$ cat src/rtl/stepseq_pkg.sv
package stepseq_pkg;

  typedef enum logic [2:0] {
    S_IDLE,
    S_SETTLE,
    S_PULSE,
    S_GAP,
    S_READY,
    S_TRK,
    S_DONE
  } seq_state_e;

  typedef enum logic [1:0] {
    STAT_NONE    = 2'b00,
    STAT_OK      = 2'b01,
    STAT_RDY_ERR = 2'b10
  } seq_status_e;

endpackage

$ cat src/rtl/stepseq_timer.sv
// Loadable down-counter: a load of N keeps expired low for N-1 cycles,
// so a state that loads it on entry lasts exactly N cycles.
module stepseq_timer #(
  parameter int CNT_W = 20
) (
  input  logic             clk,
  input  logic             rst_n,
  input  logic             load,
  input  logic [CNT_W-1:0] load_val,
  output logic             expired
);

  logic [CNT_W-1:0] cnt_q;
  logic [CNT_W-1:0] cnt_d;
  logic             cnt_en;

  always_comb begin
    cnt_en = load || (cnt_q != '0);
    if (load) cnt_d = load_val - CNT_W'(1);
    else      cnt_d = cnt_q - CNT_W'(1);
  end

  always_ff @(posedge clk or negedge rst_n) begin
    if (!rst_n)      cnt_q <= '0;
    else if (cnt_en) cnt_q <= cnt_d;
  end

  assign expired = (cnt_q == '0);

endmodule

$ cat src/rtl/stepseq_stepcnt.sv
// Converts the signed offset into a pulse count and counts it down.
module stepseq_stepcnt #(
  parameter int OFS_W = 16
) (
  input  logic             clk,
  input  logic             rst_n,
  input  logic             load,
  input  logic [OFS_W-1:0] offset,
  input  logic             dec,
  output logic             is_zero,
  output logic             is_last
);

  logic [OFS_W-1:0] mag_q;
  logic [OFS_W-1:0] mag_d;
  logic             mag_en;

  always_comb begin
    mag_en = load || dec;
    if (load) mag_d = offset[OFS_W-1] ? (~offset + OFS_W'(1)) : offset;
    else      mag_d = mag_q - OFS_W'(1);
  end

  always_ff @(posedge clk or negedge rst_n) begin
    if (!rst_n)      mag_q <= '0;
    else if (mag_en) mag_q <= mag_d;
  end

  assign is_zero = (mag_q == '0);
  assign is_last = (mag_q == OFS_W'(1));

endmodule

$ cat src/rtl/stepseq_fsm.sv
module stepseq_fsm
  import stepseq_pkg::*;
#(
  parameter int CNT_W    = 20,
  parameter int FAST_PW  = 1000,
  parameter int FAST_GAP = 6000,
  parameter int SLOW_PW  = 8000,
  parameter int SLOW_GAP = 800000,
  parameter int SETTLE   = 40
) (
  input  logic             clk,
  input  logic             rst_n,
  input  logic             cmd_valid,
  input  logic             cmd_recal,
  input  logic             cmd_slow,
  input  logic             ofs_neg,
  input  logic             cnt_zero,
  input  logic             cnt_last,
  input  logic             tmr_expired,
  input  logic             rdy_ack,
  input  logic             rdy_ok,
  input  logic             trk0_n,
  output logic             cnt_load,
  output logic             cnt_dec,
  output logic             tmr_load,
  output logic [CNT_W-1:0] tmr_val,
  output logic             step_o,
  output logic             dir_n_o,
  output logic             rdy_req,
  output logic             busy,
  output logic             done,
  output logic [1:0]       done_status
);

  localparam logic [CNT_W-1:0] FAST_PW_V  = CNT_W'(FAST_PW);
  localparam logic [CNT_W-1:0] FAST_GAP_V = CNT_W'(FAST_GAP);
  localparam logic [CNT_W-1:0] SLOW_PW_V  = CNT_W'(SLOW_PW);
  localparam logic [CNT_W-1:0] SLOW_GAP_V = CNT_W'(SLOW_GAP);
  localparam logic [CNT_W-1:0] SETTLE_V   = CNT_W'(SETTLE);

  seq_state_e  state_q, state_d;
  seq_status_e stat_q, stat_d;
  logic        dir_n_q, slow_q, recal_q;
  logic        accept;
  logic [CNT_W-1:0] pw_sel, gap_sel;

  assign pw_sel  = slow_q ? SLOW_PW_V  : FAST_PW_V;
  assign gap_sel = slow_q ? SLOW_GAP_V : FAST_GAP_V;

  always_comb begin
    state_d  = state_q;
    stat_d   = stat_q;
    accept   = 1'b0;
    cnt_load = 1'b0;
    cnt_dec  = 1'b0;
    tmr_load = 1'b0;
    tmr_val  = SETTLE_V;
    case (state_q)
      S_IDLE: begin
        if (cmd_valid) begin
          accept   = 1'b1;
          cnt_load = 1'b1;
          tmr_load = 1'b1;
          tmr_val  = SETTLE_V;
          stat_d   = STAT_NONE;
          state_d  = S_SETTLE;
        end
      end
      S_SETTLE: begin
        if (tmr_expired) begin
          if (recal_q)       state_d = S_TRK;
          else if (cnt_zero) state_d = S_READY;
          else begin
            tmr_load = 1'b1;
            tmr_val  = pw_sel;
            state_d  = S_PULSE;
          end
        end
      end
      S_PULSE: begin
        if (tmr_expired) begin
          if (recal_q) state_d = S_READY;
          else begin
            tmr_load = 1'b1;
            tmr_val  = gap_sel;
            state_d  = S_GAP;
          end
        end
      end
      S_GAP: begin
        if (tmr_expired) begin
          cnt_dec = 1'b1;
          if (cnt_last) state_d = S_READY;
          else begin
            tmr_load = 1'b1;
            tmr_val  = pw_sel;
            state_d  = S_PULSE;
          end
        end
      end
      S_READY: begin
        if (rdy_ack) begin
          if (!rdy_ok) begin
            stat_d  = STAT_RDY_ERR;
            state_d = S_DONE;
          end else if (recal_q) begin
            state_d = S_TRK;
          end else begin
            stat_d  = STAT_OK;
            state_d = S_DONE;
          end
        end
      end
      S_TRK: begin
        if (!trk0_n) begin
          stat_d  = STAT_OK;
          state_d = S_DONE;
        end else begin
          tmr_load = 1'b1;
          tmr_val  = pw_sel;
          state_d  = S_PULSE;
        end
      end
      S_DONE:  state_d = S_IDLE;
      default: state_d = S_IDLE;
    endcase
  end

  always_ff @(posedge clk or negedge rst_n) begin
    if (!rst_n) begin
      state_q <= S_IDLE;
      stat_q  <= STAT_NONE;
    end else begin
      state_q <= state_d;
      stat_q  <= stat_d;
    end
  end

  always_ff @(posedge clk or negedge rst_n) begin
    if (!rst_n) begin
      dir_n_q <= 1'b1;
      slow_q  <= 1'b0;
      recal_q <= 1'b0;
    end else if (accept) begin
      dir_n_q <= ~(cmd_recal | ofs_neg);
      slow_q  <= cmd_slow | cmd_recal;
      recal_q <= cmd_recal;
    end
  end

  assign step_o      = (state_q == S_PULSE);
  assign rdy_req     = (state_q == S_READY);
  assign done        = (state_q == S_DONE);
  assign busy        = (state_q != S_IDLE);
  assign dir_n_o     = dir_n_q;
  assign done_status = stat_q;

endmodule

$ cat src/rtl/head_step_seq.sv
module head_step_seq #(
  parameter int OFS_W    = 16,
  parameter int FAST_PW  = 1000,
  parameter int FAST_GAP = 6000,
  parameter int SLOW_PW  = 8000,
  parameter int SLOW_GAP = 800000,
  parameter int SETTLE   = 40
) (
  input  logic             clk,
  input  logic             rst_n,
  input  logic             cmd_valid,
  input  logic             cmd_recal,
  input  logic             cmd_slow,
  input  logic [OFS_W-1:0] cmd_offset,
  input  logic             rdy_ack,
  input  logic             rdy_ok,
  input  logic             trk0_n,
  output logic             step_o,
  output logic             dir_n_o,
  output logic             rdy_req,
  output logic             busy,
  output logic             done,
  output logic [1:0]       done_status
);

  localparam int MAX_A  = (FAST_PW > FAST_GAP) ? FAST_PW : FAST_GAP;
  localparam int MAX_B  = (SLOW_PW > SLOW_GAP) ? SLOW_PW : SLOW_GAP;
  localparam int MAX_C  = (MAX_A > MAX_B) ? MAX_A : MAX_B;
  localparam int T_MAX  = (MAX_C > SETTLE) ? MAX_C : SETTLE;
  localparam int CNT_W  = $clog2(T_MAX + 1);
  localparam int PW_MIN = (FAST_PW < SLOW_PW) ? FAST_PW : SLOW_PW;

  logic             rst_meta, rst_sync_n;
  logic             cnt_load, cnt_dec, cnt_zero, cnt_last;
  logic             tmr_load, tmr_expired;
  logic [CNT_W-1:0] tmr_val;

  always_ff @(posedge clk or negedge rst_n) begin
    if (!rst_n) begin
      rst_meta   <= 1'b0;
      rst_sync_n <= 1'b0;
    end else begin
      rst_meta   <= 1'b1;
      rst_sync_n <= rst_meta;
    end
  end

  stepseq_timer #(.CNT_W(CNT_W)) u_timer (
    .clk      (clk),
    .rst_n    (rst_sync_n),
    .load     (tmr_load),
    .load_val (tmr_val),
    .expired  (tmr_expired)
  );

  stepseq_stepcnt #(.OFS_W(OFS_W)) u_stepcnt (
    .clk     (clk),
    .rst_n   (rst_sync_n),
    .load    (cnt_load),
    .offset  (cmd_offset),
    .dec     (cnt_dec),
    .is_zero (cnt_zero),
    .is_last (cnt_last)
  );

  stepseq_fsm #(
    .CNT_W    (CNT_W),
    .FAST_PW  (FAST_PW),
    .FAST_GAP (FAST_GAP),
    .SLOW_PW  (SLOW_PW),
    .SLOW_GAP (SLOW_GAP),
    .SETTLE   (SETTLE)
  ) u_fsm (
    .clk         (clk),
    .rst_n       (rst_sync_n),
    .cmd_valid   (cmd_valid),
    .cmd_recal   (cmd_recal),
    .cmd_slow    (cmd_slow),
    .ofs_neg     (cmd_offset[OFS_W-1]),
    .cnt_zero    (cnt_zero),
    .cnt_last    (cnt_last),
    .tmr_expired (tmr_expired),
    .rdy_ack     (rdy_ack),
    .rdy_ok      (rdy_ok),
    .trk0_n      (trk0_n),
    .cnt_load    (cnt_load),
    .cnt_dec     (cnt_dec),
    .tmr_load    (tmr_load),
    .tmr_val     (tmr_val),
    .step_o      (step_o),
    .dir_n_o     (dir_n_o),
    .rdy_req     (rdy_req),
    .busy        (busy),
    .done        (done),
    .done_status (done_status)
  );

endmodule

$ cat config.mk
export PLATFORM = sky130hd
export DESIGN_NAME = head_step_seq
export DESIGN_NICKNAME = d
export VERILOG_FILES = /design/src/rtl/stepseq_pkg.sv /design/src/rtl/stepseq_timer.sv /design/src/rtl/stepseq_stepcnt.sv /design/src/rtl/stepseq_fsm.sv /design/src/rtl/head_step_seq.sv
export SDC_FILE = /design/constraint.sdc
export NUM_CORES = 1
export LEC_CHECK = 0
export ABC_AREA = 1
export ABC_CLOCK_PERIOD_IN_PS = 1880
export BUFFER_PORTS_ARGS = -buffer_cell sky130_fd_sc_hd__buf_4
export CAP_MARGIN = 20
export CORE_ASPECT_RATIO = 1.25
export CORE_UTILIZATION = 55
export CTS_CLUSTER_DIAMETER = 150
export CTS_CLUSTER_SIZE = 20
export DETAILED_ROUTE_END_ITERATION = 6
export PLACE_DENSITY = 0.74
export SLEW_MARGIN = 0
export SYNTH_ARGS = -nofsm -noshare
export SYNTH_HDL_FRONTEND = slang
export SYNTH_SLANG_ARGS = --single-unit
$ cat constraint.sdc
create_clock -name clk -period 1.88 [get_ports clk]
set_input_delay 0.47 -clock clk [delete_from_list [all_inputs] [get_ports clk]]
set_output_delay 0.47 -clock clk [all_outputs]
set_load 0.01 [all_outputs]
==> results of run 1 <==
[timing repair]
action	CTS	global route
hold buffers	1	0
endpoints found under the setup margin	38	39
cloned	0	2
gates resized for setup	63	123
pin swaps	31	51
setup buffers	17	26
hold endpoints to repair	2	0
[cell families after synthesis]
group                    share of synthesized area, %
AND/OR/NAND/NOR                                  39.0
XOR/XNOR                                         3.46
AO/OA/AOI/OAI                                    14.6
flip-flops                                       32.5
other                                           0.106
buffers and inverters                            8.94
adder cells (fa/ha/maj)                          1.41
[area by class of cell]
| type | count | share of cell area, % |
|---|---|---|
| Multi-Input combinational cell | 406 | 46.4 |
| Timing Repair Buffer | 183 | 25.6 |
| Sequential cell | 46 | 19.8 |
| Inverter | 65 | 4.74 |
| Tap cell | 85 | 1.82 |
| Clock buffer | 6 | 1.42 |
| Clock inverter | 2 | 0.279 |
[layer usage]
metal | vias up | GRT usage [%]
li1 | 2070 | -
met1 | 2290 | 40.9
met2 | 541 | 65.1
met3 | 232 | 6.70
met4 | 0 | 20.5
met5 | - | 0
[registers in the layout, summed over array words and instances (netlist names)]
signal,cells
u_fsm.recal_q,1
rst_meta,1
u_fsm.state_q,3
u_timer.cnt_q,20
rst_sync_n,1
u_fsm.dir_n_o,1
u_stepcnt.mag_q,16
u_fsm.done_status,2
u_fsm.slow_q,1
[worst max-delay path: stages, from the launching register on]
cell	delay, ns
sky130_fd_sc_hd__dfrtp_1	0.44
sky130_fd_sc_hd__nor2_1	0.21
sky130_fd_sc_hd__nand2_1	0.14
sky130_fd_sc_hd__nor2_4	0.12
sky130_fd_sc_hd__nand3_4	0.13
sky130_fd_sc_hd__nor2_4	0.15
sky130_fd_sc_hd__nand3_4	0.13
sky130_fd_sc_hd__buf_4	0.20
sky130_fd_sc_hd__nand3_1	0.10
sky130_fd_sc_hd__nand2_2	0.17
sky130_fd_sc_hd__nor2_4	0.19
sky130_fd_sc_hd__nand2_4	0.09
sky130_fd_sc_hd__nor2_8	0.18
sky130_fd_sc_hd__nand3_1	0.18
sky130_fd_sc_hd__nand2_1	0.20
sky130_fd_sc_hd__nand2_1	0.08
sky130_fd_sc_hd__inv_1	0.05
[cell usage in the layout (no fill, tap or decap), types with 11 or more instances in the layout]
| cell type | instances |
|---|---|
| sky130_fd_sc_hd__nand2_4 | 12 |
| sky130_fd_sc_hd__dfrtp_1 | 43 |
| sky130_fd_sc_hd__inv_2 | 11 |
| sky130_fd_sc_hd__buf_6 | 19 |
| sky130_fd_sc_hd__nand2_1 | 78 |
| sky130_fd_sc_hd__a21oi_1 | 16 |
| sky130_fd_sc_hd__nand2_2 | 33 |
| sky130_fd_sc_hd__inv_1 | 43 |
| sky130_fd_sc_hd__nor2_4 | 23 |
| sky130_fd_sc_hd__buf_4 | 160 |
| sky130_fd_sc_hd__o21ai_0 | 27 |
| sky130_fd_sc_hd__nand3_2 | 15 |
| sky130_fd_sc_hd__nor2_1 | 52 |
| sky130_fd_sc_hd__nor2_2 | 24 |
| sky130_fd_sc_hd__o21ai_1 | 15 |
| sky130_fd_sc_hd__nand3_1 | 26 |
[power groups by stage]
| stage | logic [mW] | registers (mW) | clock network (mW) |
|---|---|---|---|
| after global routing | 8.12 | 1.82 | 0.739 |
| after CTS | 5.74 | 1.71 | 0.690 |
| after detailed placement | 5.11 | 1.73 | 0 |
| final | 7.71 | 1.80 | 0.725 |
| after floorplan | 2.97 | 1.78 | 0 |
| after global placement | 4.97 | 1.70 | 0 |
[how the worst min path moves through the flow]
stage          startpoint                   to  slack, ns  depth (start not counted)
2_1_floorplan       rst_n             rst_meta       0.17                          0
3_3_place_gp   rst_sync_n  u_stepcnt.mag_q[13]       0.24                          1
3_5_place_dp   rst_sync_n    u_timer.cnt_q[15]       0.25                          1
4_1_cts        rst_sync_n  u_stepcnt.mag_q[13]       0.26                          1
5_1_grt        rst_sync_n    u_timer.cnt_q[15]       0.27                          1
6_report       rst_sync_n  u_stepcnt.mag_q[15]       0.25                          1
==> results.cfg, run 1 <==
[run_status]
outcome = complete, but fails checks
violated_checks = setup timing

[synth]
asyncSetResetFlopFracSynth_pct = 100
syn-cell-area_um2 = 3540
synth-warning-count = 0
ys_types = 45
netlist_top_cells_area = sky130_fd_sc_hd__dfrtp_1 (32%), sky130_fd_sc_hd__nand2_1 (12%), sky130_fd_sc_hd__nor2_1 (8.7%)
synth_top_cell_by_area = sky130_fd_sc_hd__dfrtp_1
synth_fp_nets = 556
synth_top_flop_cell = sky130_fd_sc_hd__dfrtp_1
edff_count_synth = 0
post-synth-top-count-cell = sky130_fd_sc_hd__nand2_1
synth_top_cells_by_count = sky130_fd_sc_hd__nand2_1 (111), sky130_fd_sc_hd__nor2_1 (82), sky130_fd_sc_hd__inv_1 (53)
per_instance_average_area_after_synthesis_um2 = 6.71
seq_total_area_yosys_pct = 32.5
number_of_flip_flops_and_latches_in_the_synthesized_netlist = 46
postSynthCellCount = 528
synth_top_area_share_pct = 31.8

[timing]
finalCritPeriodShare_pct = 150
timing.final.crit_period_ns = 2.83
max_slew_headroom_at_the_worst_pin_pct = 59.3
setup_repair_after_global_routing_missed_its_margin = true
peak_clock_frequency_supported_by_timing_mhz = 354
number_of_failing_hold_endpoints_at_the_final_stage = 0
slew_at_the_pin_closest_to_its_max_slew_limit_ns = 0.609
fin_tns_setup_ns = -14.51
worst_hold_slack_ns = 0.251
worst_slack_ns = -0.948
finalSetupViolCount = 40
timing.clock.skew_ns = 0.0105
final-max-slew-violation-count = 0

[critical_path]
critical_path.startpoint = u_timer.cnt_q[1]
r2r-start = u_timer.cnt_q[1]
ff2ff_path_depth = 16
timing.critical_path.required_ns = 2.15
critPathCapture = u_timer.cnt_q[16]
crit_path_start_kind = register
worstPathArrival_ns = 3.09
crit_path_max_fanout = 8
worst_r2r_endpoint = u_timer.cnt_q[16]
type_of_element_capturing_the_critical_path = register
worst-setup-path-type = reg2reg
timing.reg2reg.setup_slack_ns = -0.95

[drt]
drt_wl_total_mm = 18.0
detail_route.first_pass.iterations = 7
routed-via-count = 5133
met2WireLength_mm = 8.21
detailed_route_vias_per_instance = 6.47
top_layer = met4
m1WireLength_mm = 5.57
detail_route.drc_violations = 0
drt_iter0_markers = 892
drt.antenna.violating_nets = 0
wl_per_cell_um = 22.7
met3_wirelength_mm = 2.24

[power]
power.switching_fraction_pct = 52.6
pwr-share-seq_pct = 17.6
clock_power_share_pct = 7.1
power.static_leakage_nw = 2.79
internal_power_mw = 4.86
net-switching-power_mw = 5.38
ir_worst_vdd_mv = 0.919
totalPowerFinal_mw = 10.2
power.combinational.fraction_pct = 75.3
cellPowerDensity_nw_per_um2 = 1760

[global_routing]
antenna_found_initial = 0
global_route.usage.total_pct = 37.0
first_global_vias = 4384
grt_max_degree = 45
grt_pass1_wl_mm = 19.5
globalRoute.totalOverflow = 0

[cts]
cts_inserted_buffers = 5
tritoncts_clock_tree = built
clk_pin_slew_worst_paths_ns = 0.11
clock_latency_on_the_worst_skew_pair_ns = 0.32
max-clock-path-buffers = 2
clock_tree.htree_level_count = 2
cts.sinks = 46
cts_root_buf = sky130_fd_sc_hd__clkbuf_8

[final_layout]
final-instance-count-excl-fill = 793
filler_cell_count = 206
multi_input_area_um2 = 2700
combined_flip_flop_and_latch_cell_area_um2 = 1150
final_nets = 735
share_of_post_route_cells_with_drive_strength_above_1_pct = 51.4
area_growth_syn_to_fin_pct = 64.5
final_area_um2 = 5830
antenna_cells = 0
final_core_utilization_pct = 93.9

[placed_design]
place.gp.congestion = 0.911
dpl-instance-area_um2 = 4760
numPlacedInstances = 743
numPortBuffers = 30
worst_case_setup_slack_after_placement_ns = -0.545
dp.final_hpwl_mm = 7.91

[floorplanning]
fp.dieW_um = 73.8
vertical_extent_of_the_die_um = 91.7
pin_count = 31
die_area_um2 = 6770
initial_core_util_pct = 57.1
placement_rows = 32
floorplan_core_area_um2 = 6210

[flow_run]
cap_violations = 0

[hold_path]
worst_hold_path_type = reg2async
(Power assumes the default switching activity.)
==> run 2: changes to the inputs <==
- SYNTH_HIERARCHICAL: default -> 1
==> run 2 against run 1 <==
Net effect:
- synthesized cell count is 23% higher
- power is 0.98% higher
- core utilization is 7.0 points lower
- global-route usage is 1.7 points lower
- largest cell class unchanged
- first-iteration DRC count is 38% lower
- critical endpoint is now u_timer/cnt_q[19]
- sequential power is 4% lower
- the flow finishes with violations (DRC, setup timing)
- register-to-register slack worse by 0.43 ns
- highest routed layer unchanged
==> results.cfg, run 2 <==
[critical_path]
crit_path_start_kind = register
worstPathArrival_ns = 3.47
timing.critical_path.required_ns = 2.09
crit_path_max_fanout = 4
ff2ff_path_depth = 20
r2r-start = u_timer/cnt_q[3]
timing.reg2reg.setup_slack_ns = -1.38
worst-setup-path-type = reg2reg
type_of_element_capturing_the_critical_path = register
worst_r2r_endpoint = u_timer/cnt_q[19]

[final_layout]
filler_cell_count = 377
top_regs = u_timer/cnt_q (20), u_stepcnt/mag_q (16), u_fsm/state_q (3)
mostFrequentLayoutCells = sky130_fd_sc_hd__buf_4 (164), sky130_fd_sc_hd__nand2_1 (141), sky130_fd_sc_hd__inv_1 (64)
combined_flip_flop_and_latch_cell_area_um2 = 1160
max_flop_register = u_timer/cnt_q
final_common_cell = sky130_fd_sc_hd__buf_4
largest_register_ffs = 20
antenna_cells = 0
final_core_utilization_pct = 86.9
area_growth_syn_to_fin_pct = 53.8
multi_input_area_um2 = 2980
share_of_post_route_cells_with_drive_strength_above_1_pct = 48.3
final_nets = 861

[synth]
ys_types = 45
synth-warning-count = 6
number_of_flip_flops_and_latches_in_the_synthesized_netlist = 46
synth_top_area_share_pct = 27.1
edff_count_synth = 0
postSynthCellCount = 649
post-synth-top-count-cell = sky130_fd_sc_hd__nand2_1
synth_top_cell_by_area = sky130_fd_sc_hd__dfrtp_1
synth_top_cells_by_count = sky130_fd_sc_hd__nand2_1 (169), sky130_fd_sc_hd__nor2_1 (83), sky130_fd_sc_hd__inv_1 (78)
netlist_top_cells_area = sky130_fd_sc_hd__dfrtp_1 (27%), sky130_fd_sc_hd__nand2_1 (15%), sky130_fd_sc_hd__nor2_1 (7.5%)
seq_total_area_yosys_pct = 27.7
synth_top_flop_cell = sky130_fd_sc_hd__dfrtp_1
asyncSetResetFlopFracSynth_pct = 100
per_instance_average_area_after_synthesis_um2 = 6.40
syn-cell-area_um2 = 4160

[global_routing]
grt_pass1_wl_mm = 21.8
globalRoute.busiestLayer = met2
global_route.usage.total_pct = 35.3
grt_max_degree = 24
gr_layer_usage_met1_pct = 35.1
global_route.usage.met2_pct = 63.7
first_global_vias = 5051
globalRoute.totalOverflow = 0
antenna_found_initial = 0
use_met3_pct = 6.97

[power]
cellPowerDensity_nw_per_um2 = 1620
power.static_leakage_nw = 3.20
ir_worst_vdd_mv = 1.31

[drt]
detail_route.first_pass.iterations = 7
drt_iter0_markers = 550
drt.antenna.violating_nets = 0
detailed_route_vias_per_instance = 6.03
detail_route.drc_violations = 1
drt_wl_total_mm = 18.0
routed-via-count = 5584
wl_per_cell_um = 19.4

[timing]
finalCritPeriodShare_pct = 173
final-max-slew-violation-count = 0
timing.final.crit_period_ns = 3.26
timing.clock.skew_ns = 0.0107
peak_clock_frequency_supported_by_timing_mhz = 307
finalSetupViolCount = 39
setup_repair_after_global_routing_missed_its_margin = true
number_of_failing_hold_endpoints_at_the_final_stage = 0
worst_slack_ns = -1.38
worst_hold_slack_ns = 0.226

[floorplanning]
floorplan_core_area_um2 = 7360
initial_core_util_pct = 56.5
die_area_um2 = 7910
vertical_extent_of_the_die_um = 99.2
placement_rows = 35
fp.dieW_um = 79.8
pin_count = 31

[placed_design]
place.gp.congestion = 0.958
dp.final_hpwl_mm = 8.95
numPortBuffers = 30

[cts]
clk_pin_slew_worst_paths_ns = 0.10
tritoncts_clock_tree = built
cts_root_buf = sky130_fd_sc_hd__clkbuf_8
max-clock-path-buffers = 2
clock_latency_on_the_worst_skew_pair_ns = 0.31
cts_inserted_buffers = 5
cts.sinks = 46
clock_tree.htree_level_count = 2

[hold_path]
worst_hold_path_type = reg2async

[flow_run]
cap_violations = 0

[run_status]
violated_checks = DRC, setup timing
outcome = complete, but fails checks
==> run 2: cell types whose count changed after synthesis, moves of 5 or more <==
cell | previous run | this run
sky130_fd_sc_hd__inv_1 | 53 | 78
sky130_fd_sc_hd__nand2_1 | 111 | 169
sky130_fd_sc_hd__nand3_1 | 40 | 55
sky130_fd_sc_hd__a21oi_2 | 0 | 5
sky130_fd_sc_hd__nand4_1 | 4 | 11
sky130_fd_sc_hd__nand2_2 | 13 | 25
sky130_fd_sc_hd__o21ai_1 | 2 | 8
sky130_fd_sc_hd__nor3_1 | 8 | 3
sky130_fd_sc_hd__nor2_2 | 14 | 21
sky130_fd_sc_hd__o21ai_2 | 0 | 8
sky130_fd_sc_hd__o21ai_0 | 45 | 28
sky130_fd_sc_hd__buf_4 | 0 | 13
sky130_fd_sc_hd__xor2_1 | 10 | 3
==> run 2: repair_timing <==
| item | 4_1_cts | 5_1_grt |
|---|---|---|
| setup endpoints to repair | 39 | 41 |
| hold endpoints to repair | 2 | 0 |
| cloned | 2 | 2 |
| gates resized for setup | 56 | 115 |
| setup buffers | 29 | 21 |
| hold buffers | 1 | 0 |
| pin swaps | 14 | 34 |
==> run 2: power breakdown <==
group / leakage [nW] / switching (mW) / internal, mW / total [mW]
Combinational: 2.59 / 4.52 / 3.30 / 7.82
Sequential: 0.561 / 0.315 / 1.42 / 1.73
Clock: 0.0514 / 0.387 / 0.398 / 0.784
==> run 2: cell type report <==
| type | instances | area share (%) |
|---|---|---|
| well taps | 92 | 1.80 |
| repair buffers | 196 | 25.9 |
| multi-input cells | 494 | 46.7 |
| inverters | 90 | 5.75 |
| clock buffers | 6 | 1.14 |
| flip-flops and latches | 46 | 18.1 |
| clock inverters | 2 | 0.587 |
==> run 2: critical path, stage by stage, from the launching register on <==
cell and delay [ns]:
sky130_fd_sc_hd__dfrtp_1 0.41, sky130_fd_sc_hd__inv_1 0.10, sky130_fd_sc_hd__nand4_1 0.18, sky130_fd_sc_hd__nor2_4 0.27
sky130_fd_sc_hd__nand3_4 0.14, sky130_fd_sc_hd__inv_4 0.13, sky130_fd_sc_hd__inv_4 0.05, sky130_fd_sc_hd__nor2_2 0.13
sky130_fd_sc_hd__nand2_1 0.15, sky130_fd_sc_hd__o21ai_2 0.19, sky130_fd_sc_hd__nand4_1 0.15, sky130_fd_sc_hd__inv_1 0.13
sky130_fd_sc_hd__nand2_1 0.11, sky130_fd_sc_hd__nand2_2 0.13, sky130_fd_sc_hd__nand2_4 0.09, sky130_fd_sc_hd__nor2_1 0.17
sky130_fd_sc_hd__nand2_2 0.20, sky130_fd_sc_hd__nor2_4 0.17, sky130_fd_sc_hd__nand3_1 0.10, sky130_fd_sc_hd__nand2_1 0.10
sky130_fd_sc_hd__nor2_1 0.05
==> run 2: worst max-delay path by stage <==
stage                                   end  slack, ns  depth (start not counted)                start
final                     u_timer/cnt_q[19]      -1.38                         20     u_timer/cnt_q[3]
after CTS                 u_timer/cnt_q[18]      -0.74                         18  u_stepcnt/mag_q[14]
after detailed placement  u_timer/cnt_q[16]      -0.92                         16    u_timer/cnt_q[10]
after global routing      u_timer/cnt_q[13]      -1.65                         17   u_stepcnt/mag_q[7]
after floorplan           u_timer/cnt_q[18]      -0.77                         22   u_stepcnt/mag_q[0]
after global placement    u_timer/cnt_q[10]      -0.90                         17    u_timer/cnt_q[10]
==> run 2: per-layer routing <==
layer	vias to the layer above	share of wire (%)
met4	0	11
met5	-	0
met1	2508	31
met2	457	47
li1	2405	-
met3	214	11
==> run 2: cells by family after synthesis <==
group	after synthesis	share of synthesized area [%]
fa+ha+maj	4	1.20
simple gates	392	44.8
xor+xnor	4	0.843
compound gates	85	12.0
buf+inv	116	13.2
flops	46	27.7
other cells	2	0.181
==> run 2: stage by stage <==
stage                     cells  worst slack [ns]  total power, mW  TNS (ns)  instance area [µm²]
after floorplan             655            -0.770             5.14    -11.93                 4260
after global placement      870            -0.903             7.06    -19.29                 5310
after detailed placement    870            -0.918             7.23    -19.86                 5310
after CTS                   909            -0.741             8.55    -14.20                 5850
after global routing        926             -1.65             10.8    -34.73                 6390
final                       926             -1.38             10.3    -29.22                 6390
==> run 3: changes to the inputs <==
- TNS_END_PERCENT: default -> 30
==> run 3 against run 2 <==
Net effect:
- critical endpoint is now u_timer/cnt_q[14]
- via count shrank 13%
- hold slack better by 0.019 ns
- setup slack better by 0.32 ns
- non-clock buffer count is 25 lower
- clock power is 14% lower
- cell area shrank 6.1%
- final cell count shrank 2.8%
- routed wire length is 25% lower
- highest routed layer unchanged
- largest cell class unchanged
- clock-buffer cell count unchanged
- the flow finishes with violations (setup timing)
- die area stayed put
- sequential share of layout area increased by 1.2 points
==> results.cfg, run 3 (synthesized netlist as in run 2, its figures left out) <==
[run_status]
outcome = complete, but fails checks
violated_checks = setup timing

[critical_path]
worstPathArrival_ns = 3.17
ff2ff_path_depth = 17
timing.reg2reg.setup_slack_ns = -1.06
r2r-start = u_stepcnt/mag_q[15]
crit_path_start_kind = register
worst_r2r_endpoint = u_timer/cnt_q[14]
timing.critical_path.required_ns = 2.11
crit_path_max_fanout = 10
worst-setup-path-type = reg2reg
type_of_element_capturing_the_critical_path = register

[global_routing]
globalRoute.totalOverflow = 0
antenna_found_initial = 0
first_global_vias = 4600
grt_max_degree = 25
grt_pass1_wl_mm = 19.8
global_route.usage.total_pct = 31.8

[timing]
timing.clock.skew_ns = 0.0130
worst_slack_ns = -1.06
max_slew_headroom_at_the_worst_pin_pct = 65.9
final-max-slew-violation-count = 0
peak_clock_frequency_supported_by_timing_mhz = 340
slew_at_the_pin_closest_to_its_max_slew_limit_ns = 0.512
finalSetupViolCount = 36
timing.final.crit_period_ns = 2.94
setup_repair_after_global_routing_missed_its_margin = true
finalCritPeriodShare_pct = 156
number_of_failing_hold_endpoints_at_the_final_stage = 0
worst_hold_slack_ns = 0.245

[floorplanning]
placement_rows = 35
die_area_um2 = 7910
floorplan_core_area_um2 = 7360
initial_core_util_pct = 56.5
pin_count = 31
fp.dieW_um = 79.8
vertical_extent_of_the_die_um = 99.2

[cts]
cts.sinks = 46
clock_latency_on_the_worst_skew_pair_ns = 0.30
cts_inserted_buffers = 5
clock_tree.htree_level_count = 2
tritoncts_clock_tree = built
cts_root_buf = sky130_fd_sc_hd__clkbuf_8
max-clock-path-buffers = 2
clk_pin_slew_worst_paths_ns = 0.10

[power]
internal_power_mw = 4.69
power.combinational.fraction_pct = 74.0
cellPowerDensity_nw_per_um2 = 1540
power.switching_fraction_pct = 49.1
power.static_leakage_nw = 3.02
ir_worst_vdd_mv = 0.960
totalPowerFinal_mw = 9.22
clock_power_share_pct = 7.3
pwr-share-seq_pct = 18.7
net-switching-power_mw = 4.52

[final_layout]
share_of_post_route_cells_with_drive_strength_above_1_pct = 42.5
final_nets = 835
antenna_cells = 0
filler_cell_count = 503
final_common_cell = sky130_fd_sc_hd__buf_4
max_flop_register = u_timer/cnt_q
mostFrequentLayoutCells = sky130_fd_sc_hd__buf_4 (155), sky130_fd_sc_hd__nand2_1 (152), sky130_fd_sc_hd__inv_1 (65)
final_core_utilization_pct = 81.6
top_regs = u_timer/cnt_q (20), u_stepcnt/mag_q (16), u_fsm/state_q (3)
largest_register_ffs = 20
area_growth_syn_to_fin_pct = 44.4
final_area_um2 = 6000

[placed_design]
dpl-instance-area_um2 = 5340
place.gp.congestion = 0.903
dp.final_hpwl_mm = 9.65
numPortBuffers = 30
worst_case_setup_slack_after_placement_ns = -0.987

[drt]
detail_route.first_pass.iterations = 5
drt.antenna.violating_nets = 0
drt_iter0_markers = 190
detailed_route_vias_per_instance = 5.39
routed-via-count = 4851
wl_per_cell_um = 14.9
detail_route.drc_violations = 0
drt_wl_total_mm = 13.4

[flow_run]
cap_violations = 0

[hold_path]
worst_hold_path_type = reg2async
## run 3: cell types whose count changed in the layout (fill, tap and decap cells not counted), moves of 6 or more
| cell | delta |
|---|---|
| sky130_fd_sc_hd__nor2_1 | +8 |
| sky130_fd_sc_hd__buf_6 | -15 |
| sky130_fd_sc_hd__nand2_2 | -9 |
| sky130_fd_sc_hd__buf_4 | -9 |
| sky130_fd_sc_hd__nand3_2 | -6 |
| sky130_fd_sc_hd__o21ai_2 | -8 |
| sky130_fd_sc_hd__nor2_2 | -8 |
| sky130_fd_sc_hd__nand2_1 | +11 |
| sky130_fd_sc_hd__nand3_1 | +6 |
## run 3: worst max path at each step
stage,from,endpoint,cells past startpoint
detailed placement,u_timer/cnt_q[10],u_timer/cnt_q[11],19
floorplan,u_stepcnt/mag_q[0],u_timer/cnt_q[8],22
CTS,u_stepcnt/mag_q[14],u_timer/cnt_q[18],18
global placement,u_timer/cnt_q[10],u_timer/cnt_q[11],19
global route,u_stepcnt/mag_q[15],u_timer/cnt_q[16],17
finish,u_stepcnt/mag_q[15],u_timer/cnt_q[14],17
## run 3: layout make-up
class	instances	area [µm²]	area share (%)
clock inverter	2	12.5	0.208
timing repair buffer	171	1410	23.5
sequential	46	1160	19.3
inverter	90	358	5.96
tap	92	115	1.92
clock buffer	6	82.6	1.38
multi-input combinational	493	2870	47.8
## run 3: worst max-delay path, cell delays in order, from the launching register on
cell and delay, ns:
sky130_fd_sc_hd__dfrtp_1 0.42, sky130_fd_sc_hd__nor4_2 0.26, sky130_fd_sc_hd__nand4_1 0.23, sky130_fd_sc_hd__nor2_1 0.18, sky130_fd_sc_hd__inv_1 0.09, sky130_fd_sc_hd__nand3_2 0.10, sky130_fd_sc_hd__nand2_2 0.08, sky130_fd_sc_hd__nor2_4 0.12
sky130_fd_sc_hd__nand3_4 0.17, sky130_fd_sc_hd__buf_12 0.17, sky130_fd_sc_hd__clkbuf_16 0.16, sky130_fd_sc_hd__o21ai_2 0.23, sky130_fd_sc_hd__nor2_1 0.10, sky130_fd_sc_hd__nand2_2 0.15, sky130_fd_sc_hd__nor2_4 0.07, sky130_fd_sc_hd__nand2_1 0.09
sky130_fd_sc_hd__nand2_1 0.09, sky130_fd_sc_hd__a21oi_2 0.14
## run 3: what timing repair did
action                                 4_1_cts  5_1_grt
pin swaps                                   12       32
setup buffers                                3       16
hold buffers                                 1        0
gates resized for setup                     40       74
setup endpoints to repair                   39       39
cloned                                       0        1
endpoints found under the hold margin        2        0
## run 3: stage by stage
| stage | cells | TNS [ns] |
|---|---|---|
| after floorplan | 655 | -12.14 |
| after detailed placement | 871 | -23.51 |
| after global placement | 871 | -20.68 |
| after CTS | 883 | -13.99 |
| final | 900 | -18.88 |
| after global routing | 900 | -24.36 |
## run 3: per-layer routing
layer / vias to the layer above / track usage, % / part of all wire [%]
met4: 0 / 16.6 / 5.3
met3: 73 / 4.04 / 4.9
met5: - / 0 / 0
met2: 205 / 60.0 / 52
li1: 2353 / - / -
met1: 2220 / 33.6 / 37
## run 3: power by group through the flow
stage          combinational [mW]  clock [mW]  sequential, mW
3_3_place_gp                 5.45           0            1.69
4_1_cts                      5.84       0.671            1.70
5_1_grt                      7.33       0.709            1.77
2_1_floorplan                3.40           0            1.69
6_report                     6.82       0.674            1.72
3_5_place_dp                 5.59           0            1.70
